File: src/rtl/pcm_rx_pkg.sv
package pcm_rx_pkg;
  typedef enum logic [1:0] {
    FMT_RJ20 = 2'b00,
    FMT_RJ24 = 2'b01,
    FMT_LJ24 = 2'b10,
    FMT_I2S  = 2'b11
  } fmt_e;
endpackage

File: src/rtl/pcm_rx_framer.sv
module pcm_rx_framer #(
  parameter int HALF_BITS = 24
) (
  input  logic clk,
  input  logic rst,
  input  logic lrck_i,
  output logic edge_o,
  output logic full_o,
  output logic side_o
);
  localparam int CNT_MAX = HALF_BITS + 1;
  localparam int CNT_W   = $clog2(CNT_MAX + 1);

  logic             lrck_q;
  logic [CNT_W-1:0] cnt_q;

  // period 0 of a new half is the edge where the level first differs
  assign edge_o = lrck_i ^ lrck_q;
  assign full_o = edge_o && (cnt_q == CNT_W'(HALF_BITS));
  assign side_o = lrck_q;

  always_ff @(posedge clk) begin
    if (rst) begin
      lrck_q <= 1'b0;
      cnt_q  <= CNT_W'(CNT_MAX);
    end else begin
      lrck_q <= lrck_i;
      if (edge_o)
        cnt_q <= CNT_W'(1);
      else if (cnt_q != CNT_W'(CNT_MAX))
        cnt_q <= cnt_q + CNT_W'(1);
    end
  end


  cnt_range_chk: assert property (@(posedge clk) disable iff (rst)
    cnt_q <= CNT_W'(CNT_MAX));
endmodule

File: src/rtl/pcm_rx_shift.sv
module pcm_rx_shift import pcm_rx_pkg::*; #(
  parameter int WORD_W  = 24,
  parameter int SHORT_W = 20
) (
  input  logic              clk,
  input  logic              rst,
  input  logic              sdata_i,
  input  fmt_e              fmt_i,
  output logic [WORD_W-1:0] word_o
);
  localparam int PAD_W = WORD_W - SHORT_W;

  logic [WORD_W-1:0] sr_q;

  always_ff @(posedge clk) begin
    if (rst) sr_q <= '0;
    else     sr_q <= {sr_q[WORD_W-2:0], sdata_i};
  end

  always_comb begin
    case (fmt_i)
      FMT_I2S:  word_o = {sr_q[WORD_W-2:0], sdata_i};
      FMT_RJ20: word_o = {{PAD_W{sr_q[SHORT_W-1]}}, sr_q[SHORT_W-1:0]};
      default:  word_o = sr_q;
    endcase
  end
endmodule

File: src/rtl/pcm_rx_pair.sv
module pcm_rx_pair #(
  parameter int WORD_W = 24
) (
  input  logic              clk,
  input  logic              rst,
  input  logic              edge_i,
  input  logic              full_i,
  input  logic              is_left_i,
  input  logic [WORD_W-1:0] word_i,
  output logic [WORD_W-1:0] left_o,
  output logic [WORD_W-1:0] right_o,
  output logic              valid_o
);
  logic [WORD_W-1:0] hold_q;
  logic              ok_q;

  always_ff @(posedge clk) begin
    if (rst) begin
      hold_q  <= '0;
      ok_q    <= 1'b0;
      left_o  <= '0;
      right_o <= '0;
      valid_o <= 1'b0;
    end else begin
      valid_o <= 1'b0;
      if (edge_i) begin
        if (!full_i) begin
          ok_q <= 1'b0;
        end else if (is_left_i) begin
          hold_q <= word_i;
          ok_q   <= 1'b1;
        end else begin
          ok_q <= 1'b0;
          if (ok_q) begin
            left_o  <= hold_q;
            right_o <= word_i;
            valid_o <= 1'b1;
          end
        end
      end
    end
  end


  valid_single_chk: assert property (@(posedge clk) disable iff (rst)
    valid_o |=> !valid_o);


  hold_stable_chk: assert property (@(posedge clk) disable iff (rst)
    !valid_o |-> ($stable(left_o) && $stable(right_o)));
endmodule

File: src/rtl/pcm_serial_rx.sv
module pcm_serial_rx import pcm_rx_pkg::*; #(
  parameter int WORD_W    = 24,
  parameter int HALF_BITS = 24,
  parameter int SHORT_W   = 20
) (
  input  logic              clk,
  input  logic              rst,
  input  logic              lrck_i,
  input  logic              sdata_i,
  input  logic [1:0]        fmt_i,
  output logic [WORD_W-1:0] left_o,
  output logic [WORD_W-1:0] right_o,
  output logic              valid_o
);
  fmt_e              fmt;
  logic              edge_w;
  logic              full_w;
  logic              side_w;
  logic              is_left;
  logic [WORD_W-1:0] word_w;

  assign fmt     = fmt_e'(fmt_i);
  // I2S flips the word-select polarity
  assign is_left = (fmt == FMT_I2S) ? ~side_w : side_w;

  pcm_rx_framer #(.HALF_BITS(HALF_BITS)) u_framer (
    .clk(clk), .rst(rst), .lrck_i(lrck_i),
    .edge_o(edge_w), .full_o(full_w), .side_o(side_w)
  );

  pcm_rx_shift #(.WORD_W(WORD_W), .SHORT_W(SHORT_W)) u_shift (
    .clk(clk), .rst(rst), .sdata_i(sdata_i), .fmt_i(fmt), .word_o(word_w)
  );

  pcm_rx_pair #(.WORD_W(WORD_W)) u_pair (
    .clk(clk), .rst(rst), .edge_i(edge_w), .full_i(full_w),
    .is_left_i(is_left), .word_i(word_w),
    .left_o(left_o), .right_o(right_o), .valid_o(valid_o)
  );


  pulse_on_toggle_chk: assert property (@(posedge clk) disable iff (rst)
    valid_o |-> ($past(lrck_i) != $past(lrck_i, 2)));


  sign_fill_chk: assert property (@(posedge clk) disable iff (rst)
    (valid_o && $past(fmt_i) == 2'b00) |->
      (left_o == WORD_W'($signed(left_o[SHORT_W-1:0])) &&
       right_o == WORD_W'($signed(right_o[SHORT_W-1:0]))));
endmodule

File: config.mk
export PLATFORM = sky130hd
export DESIGN_NAME = pcm_serial_rx
export DESIGN_NICKNAME = d
export VERILOG_FILES = /design/src/rtl/pcm_rx_pkg.sv /design/src/rtl/pcm_rx_framer.sv /design/src/rtl/pcm_rx_shift.sv /design/src/rtl/pcm_rx_pair.sv /design/src/rtl/pcm_serial_rx.sv
export SDC_FILE = /design/constraint.sdc
export NUM_CORES = 1
export LEC_CHECK = 0
export ABC_AREA = 1
export BUFFER_PORTS_ARGS = -buffer_cell sky130_fd_sc_hd__clkbuf_2
export CORE_MARGIN = 2
export CORE_UTILIZATION = 52
export CTS_CLUSTER_SIZE = 16
export DETAILED_ROUTE_END_ITERATION = 6
export HOLD_SLACK_MARGIN = 0.02
export PLACE_DENSITY_LB_ADDON = 0.05
export SYNTH_ARGS = -nofsm -noshare
export SYNTH_HDL_FRONTEND = slang
export SYNTH_HIERARCHICAL = 1
export SYNTH_SLANG_ARGS = --single-unit
File: constraint.sdc
create_clock -name clk -period 1.6 [get_ports clk]
set_input_delay 0.4 -clock clk [delete_from_list [all_inputs] [get_ports clk]]
set_output_delay 0.4 -clock clk [all_outputs]
set_load 0.1 [all_outputs]
==> results by group <==
Status
  • Outcome: complete, but fails checks
  • Failing checks: negative setup slack

Worst setup path
  • Critical path endpoint category: flop
  • CP Class: flop to flop
  • Max incr delay on CP: 330 ps
  • Worst reg2reg setup slack: -20 ps
  • Cell chain of the critical path: inv_2 > ha_4 > nand2_4 > nor3_4 > nand2_4 > nor2_4 > buf_12 > clkbuf_16 > nor2_1 > nor2_1
  • Slowest CP cell: dfxtp_1
  • Crit path max fanout: 8
  • Startpoint types: flop
  • FF-to-FF Start: u_framer/cnt_q[1]
  • Worst EP arrival: 1920 ps
  • Worst path bufs/invs: 3
  • R2R depth: 10
  • Critical Path Source: u_framer/cnt_q[1]
  • Worst EP required: 1900 ps
  • CP Depth: 10
  • Largest delay share family, worst path: simple AND/OR/NAND/NOR gates

Hold path
  • Hold Path Origin: sdata_i
  • Worst hold path type: primary input to flop
  • Hold Path Cell Cnt: 3

CTS
  • Max Root-Sink Buffers: 2
  • Clock sink count: 104
  • Root Driver: clkbuf_8
  • Clock Pin Slew Worst Setup and Hold Paths: 100 ps
  • TritonCTS Buffers: 9
  • CTS tree: built
  • Skew-Pair Late Insertion Delay: 360 ps
  • H-tree depth: 3
  • Hold Buf Count CTS: 0

Floorplan
  • Die Y: 96.3 um
  • Std cell rows: 33
  • Core Area: 8260 um2
  • Die area: 9280 um2
  • IO Count: 55
  • Die Width: 96.3 um
  • Initial Util: 53.7%

Power
  • PnR Total Power: 4650 uW
  • VDD IR max: 413 uV
  • Sequential share of power: 56.3%
  • Power per cell area: 834 nW/um2
  • Leak: 0.00241 uW
  • Int Pwr: 3490 uW
  • Sw Share: 24.8%
  • Clock power share: 35.5%
  • NetSw: 1150 uW
  • Logic pwr share: 8.2%

Detailed routing
  • Iter 0 DRT Violations: 198
  • Final wirelength: 10.5 mm
  • Initial DRT Pass Iterations: 5
  • Remaining antenna violation count: 0
  • Vias per cell: 4.87
  • DRC viols: 0
  • Post-DR wirelength/cell: 12.7 um
  • Via count: 4033

Placement
  • Pre-CTS setup slack: -169 ps
  • Dpl cells: 800
  • Routability-driven placement congestion ratio: 0.776
  • Placed inst area: 4980 um2
  • Final HPWL DP: 6.12 mm
  • I/O Buffers: 54

GRT
  • GRT overflow: 0
  • Number of global-route vias before repair: 3526
  • Initial antenna violation count: 0
  • Tot GR Track Use: 21.5%
  • Largest net degree at the start of global routing: 54
  • Global-route wire length before repair: 15.8 mm

Synth
  • Ys flop type: dfxtp_1
  • Post-synthesis cell type count: 21
  • Syn_area_per_cell: 6.88 um2
  • Sequential area share after synthesis: 47.0%
  • Seq cells post-synth: 104
  • Cells after Synth: 644
  • Net Count, Synth: 655
  • Mapped Area: 4430 um2
  • YS warnings: 6
  • Synth async-reset ratio: 0%
  • Post-synth EDFFs: 0

Timing
  • Tcrit/Tclk final: 101%
  • Slew @ Worst Pin: 545 ps
  • Final setup fails: 5
  • Slew Viols, Final: 0
  • Unrepaired setup endpoints after global routing: true
  • Max Clock Freq: 617 MHz
  • Endpoints failing hold: 0
  • Slew headroom: 63.8%
  • Minimum clock period after layout: 1620 ps
  • PnR worst setup slack: -21.6 ps
  • Final Skew: 14.5 ps

Final layout
  • ANT cells: 0
  • Post-route cell area: 5580 um2
  • # fillers: 727
  • Layout cell share with drive strength beyond 1: 22.5%
  • Area delta synth->final: 25.8%
  • # nets final: 729
  • Core Util, Final: 67.5%
  • Non-Filler Instances: 828

Run
  • Max cap viols: 0
==> synthesized netlist by cell type, types with 3 or more instances <==
cell	n	area share, %
nor2_2	3	0.42
ha_1	5	1.4
inv_1	84	7.1
buf_6	3	0.76
buf_2	18	2.0
a21oi_1	25	2.8
nor2_4	3	0.76
dfxtp_1	104	47
clkbuf_1	5	0.42
inv_2	6	0.51
nand2_1	154	13
nand2_2	6	0.85
buf_4	9	1.5
nor2_1	124	10
nand3_1	86	9.7
==> registers in the layout (all words and copies together), names as in the netlist <==
signal / flops
u_shift/sr_q: 24
u_framer/side_o: 1
u_framer/cnt_q: 5
u_pair/hold_q: 24
u_pair/right_o: 24
u_pair/ok_q: 1
u_pair/left_o: 24
u_pair/valid_o: 1
==> timing repair <==
action | 4_1_cts | 5_1_grt
gates resized for setup | 9 | 70
endpoints found under the setup margin | 74 | 92
pin swaps | 2 | 44
gates cloned | 1 | 9
hold endpoints to repair | 0 | 0
setup buffers | 1 | 1
==> layout by cell type, fill, tap and decap left out, types with 6 or more instances in the layout <==
cell / n
nand2_1: 152
a21oi_1: 23
dfxtp_1: 102
nand2_2: 6
clkbuf_4: 8
buf_12: 8
buf_2: 25
clkbuf_8: 9
buf_4: 36
clkbuf_16: 7
nand3_1: 86
clkbuf_2: 10
nor2_2: 23
inv_2: 7
nor2_1: 104
inv_1: 82
==> tightest hold or removal path: cells and delay by family <==
kind                   cells  cell delay (ps)
buffers and inverters      2              160
AND/OR/NAND/NOR            1               30
==> area by class of cell <==
| class | instances | area [um2] | area share [%] |
|---|---|---|---|
| clock inverters | 5 | 66.3 | 1.19 |
| well taps | 105 | 131 | 2.36 |
| clock buffers | 11 | 131 | 2.36 |
| flip-flops and latches | 104 | 2080 | 37.4 |
| repair buffers | 98 | 910 | 16.3 |
| inverters | 90 | 345 | 6.19 |
| multi-input cells | 414 | 1900 | 34.1 |
| repair inverters | 1 | 6.26 | 0.112 |
==> metrics by stage <==
step / TNS [ps] / hold slack, ps
4_1_cts: 0 / 260
2_1_floorplan: 0 / 416
3_3_place_gp: -7730 / 424
3_5_place_dp: -8480 / 427
5_1_grt: -3250 / 295
6_report: -44.3 / 278
==> per-layer routing <==
metal	up-vias	wire length [um]	track usage, %
li1	2104	-	-
met1	1798	4980	28.9
met2	117	4890	34.8
met3	14	474	3.05
met4	0	159	8.45
met5	-	0	0
==> final timing paths <==
path | end
min reg2reg | u_shift/sr_q[22]
max | u_pair/left_o[1]
max reg2reg | u_pair/left_o[1]
min | u_shift/sr_q[0]
==> power groups by stage <==
stage | clock network [uW] | logic, uW | registers (uW)
floorplan | 0 | 219 | 2680
global placement | 0 | 332 | 2670
detailed placement | 0 | 339 | 2680
CTS | 1690 | 349 | 2620
global route | 1790 | 421 | 2620
finish | 1650 | 379 | 2620
==> cells by family (layout without fill, tap and decap cells) <==
logic type,count (synthesis),count (layout),share of synthesized area [%]
buffers and inverters,126,205,12.4
and+or+nand+nor,381,381,35.9
AOI/OAI and AO/OA,27,27,3.05
DFF,104,104,47.0
xor gates and xnor gates,1,1,0.198
adders and majority gates,5,5,1.41
(Power assumes the default switching activity.)
